==> src/rtl/ide_cfg_pkg.sv <==
package ide_cfg_pkg;
    localparam int CFG_DATA_W  = 16;
    localparam int CFG_BYTE_W  = 8;
    localparam int CFG_IDX_W   = 3;
    localparam int CFG_NUM_REG = 7;
    localparam int CFG_RA_W    = 10;

    // pointer bit positions
    localparam int PTR_AUTOINC = 7;
    localparam int PTR_WAITST  = 6;
    localparam int PTR_BURSTD  = 5;
    localparam int PTR_MEDSEL  = 4;
    localparam int PTR_BANK    = 3;

    // field bit positions
    localparam int GEN_WO_BIT  = 2;
    localparam int RA_EN_BIT   = 7;
    localparam int RA_CLR_BIT  = 6;

    localparam logic [7:0] PTR_RST  = 8'h50;
    localparam logic [7:0] GEN_RST  = 8'h01;
    localparam logic [7:0] DTIM_RST = 8'hF5;
    localparam logic [7:0] CTIM_RST = 8'hDE;
    localparam logic [15:0] CMD_BASE_RST = 16'h01F0;
    localparam logic [15:0] CTL_BASE_RST = 16'h03F6;
    localparam logic [15:0] BANK1_XOR    = 16'h0080;

    typedef enum logic [2:0] {
        IDX_CMD_BASE = 3'd0,
        IDX_GENERAL  = 3'd1,
        IDX_RA_LOW   = 3'd2,
        IDX_RA_CTRL  = 3'd3,
        IDX_CTL_BASE = 3'd4,
        IDX_DAT_TIM  = 3'd5,
        IDX_CMD_TIM  = 3'd6,
        IDX_UNUSED   = 3'd7
    } cfg_idx_e;
endpackage

==> src/rtl/ide_cfg_ptr.sv <==
module ide_cfg_ptr
    import ide_cfg_pkg::*;
#(
    parameter int IDX_W   = CFG_IDX_W,
    parameter int NUM_REG = CFG_NUM_REG
) (
    input  logic             clk,
    input  logic             rst_n,
    input  logic             wr_i,
    input  logic [7:0]       wdata_i,
    input  logic             access_i,
    output logic [7:0]       ptr_o,
    output logic [IDX_W-1:0] idx_o,
    output logic             bank_o
);
    localparam logic [IDX_W-1:0] LAST_IDX = IDX_W'(NUM_REG - 1);

    typedef struct packed {
        logic [7:0] ptr;
    } ptr_state_t;

    ptr_state_t st_d, st_q;
    logic [IDX_W-1:0] idx_cur;

    assign idx_cur = st_q.ptr[IDX_W-1:0];

    always_comb begin
        st_d = st_q;
        if (wr_i) begin
            st_d.ptr = wdata_i;
        end else if (access_i && st_q.ptr[PTR_AUTOINC]) begin
            if (idx_cur >= LAST_IDX)
                st_d.ptr[IDX_W-1:0] = '0;
            else
                st_d.ptr[IDX_W-1:0] = idx_cur + 1'b1;
        end
    end

    always_ff @(posedge clk) begin
        if (!rst_n) st_q.ptr <= PTR_RST;
        else        st_q <= st_d;
    end

    assign ptr_o  = st_q.ptr;
    assign idx_o  = idx_cur;
    assign bank_o = st_q.ptr[PTR_BANK];

    assert_wrap_R3: assert property (@(posedge clk) disable iff (!rst_n)
        (access_i && !wr_i && st_q.ptr[PTR_AUTOINC] && idx_cur == LAST_IDX) |=> (idx_o == '0));
    assert_hold_R3: assert property (@(posedge clk) disable iff (!rst_n)
        (access_i && !wr_i && !st_q.ptr[PTR_AUTOINC]) |=> $stable(ptr_o));
    assert_ptr_wins_R11: assert property (@(posedge clk) disable iff (!rst_n)
        wr_i |=> (ptr_o == $past(wdata_i)));
endmodule

==> src/rtl/ide_cfg_bank.sv <==
module ide_cfg_bank
    import ide_cfg_pkg::*;
#(
    parameter int          DATA_W  = CFG_DATA_W,
    parameter int          IDX_W   = CFG_IDX_W,
    parameter int          RA_W    = CFG_RA_W,
    parameter logic [15:0] CMD_RST = CMD_BASE_RST,
    parameter logic [15:0] CTL_RST = CTL_BASE_RST
) (
    input  logic              clk,
    input  logic              rst_n,
    input  logic              wr_en_i,
    input  logic [IDX_W-1:0]  idx_i,
    input  logic [DATA_W-1:0] wdata_i,
    output logic [DATA_W-1:0] rdata_o,
    output logic [DATA_W-1:0] cmd_base_o,
    output logic [DATA_W-1:0] ctl_base_o,
    output logic [7:0]        gen_o,
    output logic [RA_W-1:0]   ra_count_o,
    output logic              ra_en_o,
    output logic              fifo_clr_o,
    output logic [7:0]        dtim_o,
    output logic [7:0]        ctim_o
);
    localparam int HI_W = RA_W - 8;

    typedef struct packed {
        logic [DATA_W-1:0] cmd_base;
        logic [DATA_W-1:0] ctl_base;
        logic [7:0]        gen;
        logic [RA_W-1:0]   ra_cnt;
        logic              ra_en;
        logic              fifo_clr;
        logic [7:0]        dtim;
        logic [7:0]        ctim;
    } bank_state_t;

    bank_state_t st_d, st_q;

    always_comb begin
        st_d = st_q;
        st_d.fifo_clr = 1'b0;
        if (wr_en_i) begin
            case (idx_i)
                IDX_CMD_BASE: st_d.cmd_base = wdata_i;
                IDX_GENERAL:  st_d.gen = wdata_i[7:0];
                IDX_RA_LOW:   st_d.ra_cnt[7:0] = wdata_i[7:0];
                IDX_RA_CTRL: begin
                    st_d.ra_cnt[RA_W-1:8] = wdata_i[HI_W-1:0];
                    st_d.ra_en    = wdata_i[RA_EN_BIT];
                    st_d.fifo_clr = wdata_i[RA_CLR_BIT];
                end
                IDX_CTL_BASE: st_d.ctl_base = wdata_i;
                IDX_DAT_TIM:  st_d.dtim = wdata_i[7:0];
                IDX_CMD_TIM:  st_d.ctim = wdata_i[7:0];
                default: ;
            endcase
        end
    end

    always_comb begin
        rdata_o = '0;
        case (idx_i)
            IDX_CMD_BASE: rdata_o = st_q.cmd_base;
            IDX_GENERAL: begin
                rdata_o[7:0] = st_q.gen;
                rdata_o[GEN_WO_BIT] = 1'b0;
            end
            IDX_CTL_BASE: rdata_o[DATA_W-1:0] = st_q.ctl_base;
            IDX_DAT_TIM:  rdata_o[7:0] = st_q.dtim;
            IDX_CMD_TIM:  rdata_o[7:0] = st_q.ctim;
            default:      rdata_o = '0;
        endcase
    end

    always_ff @(posedge clk) begin
        if (!rst_n) begin
            st_q.cmd_base <= CMD_RST;
            st_q.ctl_base <= CTL_RST;
            st_q.gen      <= GEN_RST;
            st_q.ra_cnt   <= '0;
            st_q.ra_en    <= 1'b0;
            st_q.fifo_clr <= 1'b0;
            st_q.dtim     <= DTIM_RST;
            st_q.ctim     <= CTIM_RST;
        end else begin
            st_q <= st_d;
        end
    end

    assign cmd_base_o = st_q.cmd_base;
    assign ctl_base_o = st_q.ctl_base;
    assign gen_o      = st_q.gen;
    assign ra_count_o = st_q.ra_cnt;
    assign ra_en_o    = st_q.ra_en;
    assign fifo_clr_o = st_q.fifo_clr;
    assign dtim_o     = st_q.dtim;
    assign ctim_o     = st_q.ctim;

    assert_fifo_pulse_R9: assert property (@(posedge clk) disable iff (!rst_n)
        fifo_clr_o |-> $past(wr_en_i && idx_i == IDX_RA_CTRL && wdata_i[RA_CLR_BIT]));
    assert_idx7_ignored_R10: assert property (@(posedge clk) disable iff (!rst_n)
        (wr_en_i && idx_i == IDX_UNUSED) |=> ($stable(cmd_base_o) && $stable(ctl_base_o)
            && $stable(gen_o) && $stable(ra_count_o) && $stable(ra_en_o)
            && $stable(dtim_o) && $stable(ctim_o)));
    assert_no_write_stable_R2: assert property (@(posedge clk) disable iff (!rst_n)
        !wr_en_i |=> ($stable(cmd_base_o) && $stable(gen_o) && $stable(ctim_o)));
endmodule

==> src/rtl/ide_cfg_regfile.sv <==
module ide_cfg_regfile
    import ide_cfg_pkg::*;
#(
    parameter int DATA_W  = CFG_DATA_W,
    parameter int IDX_W   = CFG_IDX_W,
    parameter int NUM_REG = CFG_NUM_REG,
    parameter int RA_W    = CFG_RA_W
) (
    input  logic                clk,
    input  logic                rst_n,
    input  logic                ptr_wr_i,
    input  logic [7:0]          ptr_wdata_i,
    output logic [7:0]          ptr_rdata_o,
    input  logic                dat_wr_i,
    input  logic                dat_rd_i,
    input  logic [DATA_W-1:0]   dat_wdata_i,
    output logic [DATA_W-1:0]   dat_rdata_o,
    output logic                posted_ws_o,
    output logic                burst_dis_o,
    output logic                sel_medium_o,
    output logic [2*DATA_W-1:0] cmd_base_o,
    output logic [2*DATA_W-1:0] ctl_base_o,
    output logic [15:0]         gen_cfg_o,
    output logic [2*RA_W-1:0]   ra_count_o,
    output logic [1:0]          ra_enable_o,
    output logic [1:0]          fifo_clr_o,
    output logic [15:0]         data_tim_o,
    output logic [15:0]         cmd_tim_o
);
    localparam int NUM_BANKS = 2;

    logic [7:0]       ptr_q;
    logic [IDX_W-1:0] idx;
    logic             bank_sel;
    logic [DATA_W-1:0] bank_rd [NUM_BANKS];

    ide_cfg_ptr #(.IDX_W(IDX_W), .NUM_REG(NUM_REG)) u_ptr (
        .clk     (clk),
        .rst_n   (rst_n),
        .wr_i    (ptr_wr_i),
        .wdata_i (ptr_wdata_i),
        .access_i(dat_wr_i | dat_rd_i),
        .ptr_o   (ptr_q),
        .idx_o   (idx),
        .bank_o  (bank_sel)
    );

    for (genvar b = 0; b < NUM_BANKS; b++) begin : g_bank
        logic wr_en;
        assign wr_en = dat_wr_i && (bank_sel == 1'(b));
        ide_cfg_bank #(
            .DATA_W (DATA_W),
            .IDX_W  (IDX_W),
            .RA_W   (RA_W),
            .CMD_RST(b == 0 ? CMD_BASE_RST : (CMD_BASE_RST ^ BANK1_XOR)),
            .CTL_RST(b == 0 ? CTL_BASE_RST : (CTL_BASE_RST ^ BANK1_XOR))
        ) u_bank (
            .clk       (clk),
            .rst_n     (rst_n),
            .wr_en_i   (wr_en),
            .idx_i     (idx),
            .wdata_i   (dat_wdata_i),
            .rdata_o   (bank_rd[b]),
            .cmd_base_o(cmd_base_o[b*DATA_W +: DATA_W]),
            .ctl_base_o(ctl_base_o[b*DATA_W +: DATA_W]),
            .gen_o     (gen_cfg_o[b*8 +: 8]),
            .ra_count_o(ra_count_o[b*RA_W +: RA_W]),
            .ra_en_o   (ra_enable_o[b]),
            .fifo_clr_o(fifo_clr_o[b]),
            .dtim_o    (data_tim_o[b*8 +: 8]),
            .ctim_o    (cmd_tim_o[b*8 +: 8])
        );
    end

    always_comb begin
        ptr_rdata_o = ptr_q;
        ptr_rdata_o[PTR_BURSTD] = 1'b0;
    end

    assign dat_rdata_o  = bank_rd[bank_sel];
    assign posted_ws_o  = ptr_q[PTR_WAITST];
    assign burst_dis_o  = ptr_q[PTR_BURSTD];
    assign sel_medium_o = ptr_q[PTR_MEDSEL];

    assert_wo_reads_zero_R7: assert property (@(posedge clk) disable iff (!rst_n)
        (idx == IDX_RA_LOW || idx == IDX_RA_CTRL) |-> (dat_rdata_o == '0));
    assert_unused_reads_zero_R10: assert property (@(posedge clk) disable iff (!rst_n)
        (idx == IDX_UNUSED) |-> (dat_rdata_o == '0));
    assert_bit5_hidden_R4: assert property (@(posedge clk) disable iff (!rst_n)
        burst_dis_o |-> !ptr_rdata_o[PTR_BURSTD]);
endmodule

==> config.mk <==
export PLATFORM = sky130hd
export DESIGN_NAME = ide_cfg_regfile
export DESIGN_NICKNAME = d
export VERILOG_FILES = /design/src/rtl/ide_cfg_pkg.sv /design/src/rtl/ide_cfg_ptr.sv /design/src/rtl/ide_cfg_bank.sv /design/src/rtl/ide_cfg_regfile.sv
export SDC_FILE = /design/constraint.sdc
export NUM_CORES = 1
export LEC_CHECK = 0
export BUFFER_PORTS_ARGS = -buffer_cell sky130_fd_sc_hd__clkbuf_2
export CORE_MARGIN = 10
export CORE_UTILIZATION = 52
export DETAILED_ROUTE_END_ITERATION = 8
export HOLD_SLACK_MARGIN = 0.15
export PLACE_DENSITY_LB_ADDON = 0.1
export SYNTH_ARGS = -nofsm -noshare
export SYNTH_HDL_FRONTEND = slang
export SYNTH_SLANG_ARGS = --single-unit
==> constraint.sdc <==
create_clock -name clk -period 1.8 [get_ports clk]
set_input_delay 0 -clock clk [delete_from_list [all_inputs] [get_ports clk]]
set_output_delay 0 -clock clk [all_outputs]
set_load 0.01 [all_outputs]
Word level (Yosys, flattened, before mapping)
Index checks and enable logic that the tools add are counted.

$lt $le $gt $ge: 2. $add $sub $neg: 1. Bitwise operators: 3. Multiplexer cells: 10. Eq/ne operators: 6. Reductions and logical operators: 21.

Operator list (number): $pmux W8 S5 (2); $mux W16 (3); $pmux W8 S2 (2); $reduce_and A2 Y1 (14); $eq A3 B3 Y1 const B (3); $mux W3 (3); $eq A3 B2 Y1 const B (2); $reduce_and A3 Y1 (2); $add A3 B1 Y3 const B (1); $eq A3 B1 Y1 const B (1); $ge A3 B3 Y1 const B (1); $logic_and A1 B1 Y1 (3); $logic_not A3 Y1 (1); $ge A2 B2 Y1 const B (1); $not A1 Y2 (1); $reduce_bool A2 Y1 (1); $not A1 Y1 (1); $or A1 B1 Y1 (1).

Input port bits: 29. Output and inout port bits: 163. Register bits after elaboration: 144. Logic and storage cells: 63.

Logic depth before layout (Yosys ltp)
Depth after elaboration: 5. Depth in mapped cells: 8. Depth with buffers taken out: 6.

Cells and area by module
A second synthesis with hierarchy kept.

Cell total of the unflattened synthesis: 761. Area, all modules: 6772.7 µm².

By module, submodules not included: ide_cfg_bank at g_bank[1].u_bank (times used 1, seq. area each 1361.3 µm², area an instance 3029.2 µm², cells each 346); ide_cfg_bank at g_bank[0].u_bank (times used 1, seq. area each 1361.3 µm², area an instance 3024.2 µm², cells each 346); ide_cfg_ptr (times used 1, seq. area each 160.2 µm², area an instance 429.2 µm², cells each 44); ide_cfg_regfile (times used 1, seq. area each 0.0 µm², area an instance 290.3 µm², cells each 25).

Least setup slack after synthesis
Ideal clock, no wire load.

Path kind: register to output. Start: register u_ptr.st_q, in the netlist u_ptr.ptr_o[1]. End: output port dat_rdata_o[6]. Arrival: 1.743 ns. Path slack: 0.057 ns. Data required time: 1.800 ns. Path buffers: 2. Stages on the path, launching flop included: 9. Cells stage by stage: dfxtp_1 > inv_1 > ha_1 > buf_2 > clkbuf_1 > a22oi_1 > a21oi_1 > nor2_1 > nor4_1.

Word-level cells in the longest chain between the ends: 5. Elaborated cells between the ends (all ways): 10. Classes of those cells: 4 x eq/ne; 5 x mux; 1 x reduce/logical.

RTL lines: start: declaration (RTL line ide_cfg_ptr.sv:22) `ptr_state_t st_d, st_q;`; start signal: assignment (RTL line ide_cfg_ptr.sv:41) `else st_q <= st_d;`; $eq A3 B3 Y1, or another cell as far along (RTL line ide_cfg_bank.sv:63) `case (idx_i)`; $pmux W8 S5 (RTL line ide_cfg_bank.sv:63); $mux W16 (implied by the code) * (3 in series) (RTL line ide_cfg_regfile.sv:80) `assign dat_rdata_o = bank_rd[bank_sel];`; end: declaration (RTL line ide_cfg_regfile.sv:17) `output logic [DATA_W-1:0] dat_rdata_o,`.

Every way passes the cells marked *; elsewhere a longest branch is shown, timed or not. The select of a mux whose other input is x is not followed.

Worst setup path after layout
Start: register u_ptr.st_q, in the netlist u_ptr.ptr_o[0]. End: output port dat_rdata_o[4].

The elaborated chain is that of the path after synthesis.

==> out/summary.txt <==
Core Box Area: 12000 µm²
Area share of the largest cell type after synthesis: 45.5%
Initial DRC Count: 860
Die area: 17000 µm²
Fin cells: 1166
Worst R2R Setup Slack: 20 ps
Yosys cell types: 42
Reg clk slew, reported paths: 60 ps
Clock Skews: 5.50 ps
Crit-path cells: buf_6, ha_4, buf_12, a222oi_1, a21oi_2, a21oi_2, nor2_1, clkbuf_2
Multi-input gate area: 3360 µm²
Number of global-route vias before repair: 6450
Hold Violations, Final: 0
Fill cell count: 859
Register bit total from synthesis: 144
Worst Path Required: 1800 ps
Clk_lat worst skew: 430 ps
CP arrival: 2180 ps
CTS Sinks: 144
Worst Setup Start Kind: flip-flop
Max Cap Violations: 0
Top_reg_cell synth: dfxtp_1
Initial Util: 52.9%
Violations in the final reports: DRC, setup timing
Grt total ovfl: 0
Drt drc: 2
Crit path kind: flip-flop to output pin
Pin count of the biggest net entering global routing: 88
Num ports: 192
Initial antenna violation count: 0
Slew headroom: 46.4%
CTS root buf: clkbuf_16
Synth area leaders: dfxtp_1 (46%), nand2_1 (16%), a21boi_0 (7.8%)
Syn nets: 800
TritonCTS Buffers: 17
Maximum root-to-sink buffer count: 2
Routed Antenna Nets: 0
GPL Wtd Cong: 0.908
Pleak: 3.96 nW
Die X-Extent: 130 µm
Register area share after synthesis: 45.5%
Worst setup EP type: output pin
Layout cells sized above 1: 34.1%
Crit-path max cell delay: 390 ps
Final worst setup slack: -376 ps
FP Rows: 40
Tmin final: 2180 ps
Die H: 130 µm
CP max FO: 9
Peak supply drop: 764 µV
CTS tree: done
First-pass GRT wire length: 36400 µm
Post-Place Cells: 1072
Worst-margin pin slew: 796 ps
Hpwl dp: 15800 µm
Vias post-DR: 6858
Wirelength per Cell: 21.0 µm
Synth warnings: 0
Via-to-Cell Ratio: 5.88
Final net count: 1040
Synth Area per Inst: 8.27 µm²
Pwr Total: 8.53 mW
FF+latch area: 2890 µm²
Max-slew violation count: 0
# setup viols final: 15
Most used cell, CP: a21oi_2
Final worst path period share: 121%
Status: finished, violations left
Slowest CP cell: a222oi_1
Commonest cells after routing, fill and taps aside: nand2_1 (262), clkbuf_2 (177), dfxtp_1 (140)
RSZ-0062 raised after global routing: true
Pre-antenna DRT Iters: 9
Antenna Cells: 0
Achievable Freq: 0.459 GHz
Cell taking the most area after synthesis: dfxtp_1
All-Layer GR Usage: 27.8%
Worst hold path type: input port to flip-flop
Synth Instances: 766
Async S/R FF share, synth: 0%
H-tree levels: 4
Total wire length: 24500 µm
Post-synth EDFFs: 0
Layout area overhead: 44.0%
Mapped Area: 6330 µm²
Port bufs: 190
Most common cell after layout, fill and taps aside: nand2_1
PD cells: 936 nW/µm²
==> flip-flops by register name, indices dropped and copies added (netlist names) <==
signal and flops:
g_bank.u_bank.cmd_base_o 32, g_bank.u_bank.ctim_o 16, g_bank.u_bank.ctl_base_o 32, g_bank.u_bank.dtim_o 16
g_bank.u_bank.fifo_clr_o 2, g_bank.u_bank.gen_o 16, g_bank.u_bank.ra_count_o 20, g_bank.u_bank.ra_en_o 2
u_ptr.ptr_o 8
==> cell families (layout without fill, tap and decap cells) <==
logic type,after synthesis,count (layout),share of synthesized area (%)
buf+inv,69,322,5.39
fa+ha+maj,5,5,0.988
other cells,1,1,0.0592
mux,22,22,5.12
flops,144,144,45.5
compound gates,147,147,17.2
simple gates,378,378,25.7
==> metrics by stage <==
step	area [µm²]	utilization, %	hold WS (ps)	setup slack [ps]	setup TNS (ps)
3_5_place_dp	7470	62.4	224	-6.44	-7.10
6_report	9120	76.2	262	-376	-2400
5_1_grt	9120	76.2	287	-390	-3230
3_3_place_gp	7470	62.4	219	26.0	0
4_1_cts	8880	74.2	190	-268	-2180
2_1_floorplan	6330	-	124	57.1	0
==> final timing paths <==
check	from	to	cells after the start
setup / recovery	u_ptr.ptr_o[0]	dat_rdata_o[4]	8
hold / removal	dat_rd_i	u_ptr.ptr_o[0]	4
setup reg to reg	u_ptr.ptr_o[1]	g_bank[0].u_bank.cmd_base_o[2]	9
hold reg to reg	g_bank[0].u_bank.ra_count_o[1]	g_bank[0].u_bank.ra_count_o[1]	2
==> area by class of cell <==
class,instances,area share (%)
multi-input combinational,553,36.9
clock buffer,23,5.35
clock inverter,9,1.69
tap,147,2.02
timing repair buffer,284,22.0
sequential,144,31.7
inverter,6,0.302
==> synth_stat cells, types with 2 or more instances <==
master / instances
nand3_1: 63
buf_2: 12
clkbuf_1: 34
nor2b_1: 11
a22o_1: 2
a22oi_1: 5
mux2i_1: 11
mux4_2: 8
o21ai_0: 5
and2_1: 8
nand2b_1: 2
dfxtp_1: 144
nand2_1: 264
nor2_2: 4
a21boi_1: 12
ha_1: 5
a211oi_1: 10
nand2_2: 2
buf_4: 16
nor2_1: 10
nor3_2: 2
nor4_1: 2
a21oi_1: 22
mux2_2: 3
a221oi_1: 12
inv_1: 6
and3_1: 2
a21boi_0: 66
a222oi_1: 8
nand4_1: 3
==> metal layers <==
layer | wire length [µm] | track usage [%] | vias to the layer above
met5 | 0 | 0 | -
met4 | 856 | 12.4 | 0
met3 | 3040 | 8.52 | 76
met2 | 11400 | 44.2 | 489
met1 | 9200 | 33.9 | 3210
li1 | - | - | 3083
==> worst max-delay path: cells and delay by family, from the launching register on <==
kind	cells	cell delay (ps)
AO/OA/AOI/OAI	3	710
buffers and inverters	3	420
flip-flops	1	340
adder cells (fa/ha/maj)	1	190
AND/OR/NAND/NOR	1	90
==> report_power, final <==
part	internal, mW	switching (mW)	total, mW
registers	3.27	0.0902	3.36
logic	0.597	0.738	1.34
clock network	2.46	1.37	3.83
==> what timing repair did <==
item	4_1_cts	5_1_grt
endpoints found under the setup margin	17	75
gates resized for setup	50	60
hold endpoints to repair	139	0
cloned	4	2
hold buffers	36	0
buffers inserted	9	16
pin swaps	23	27
Power figures use the tool's default switching activity.
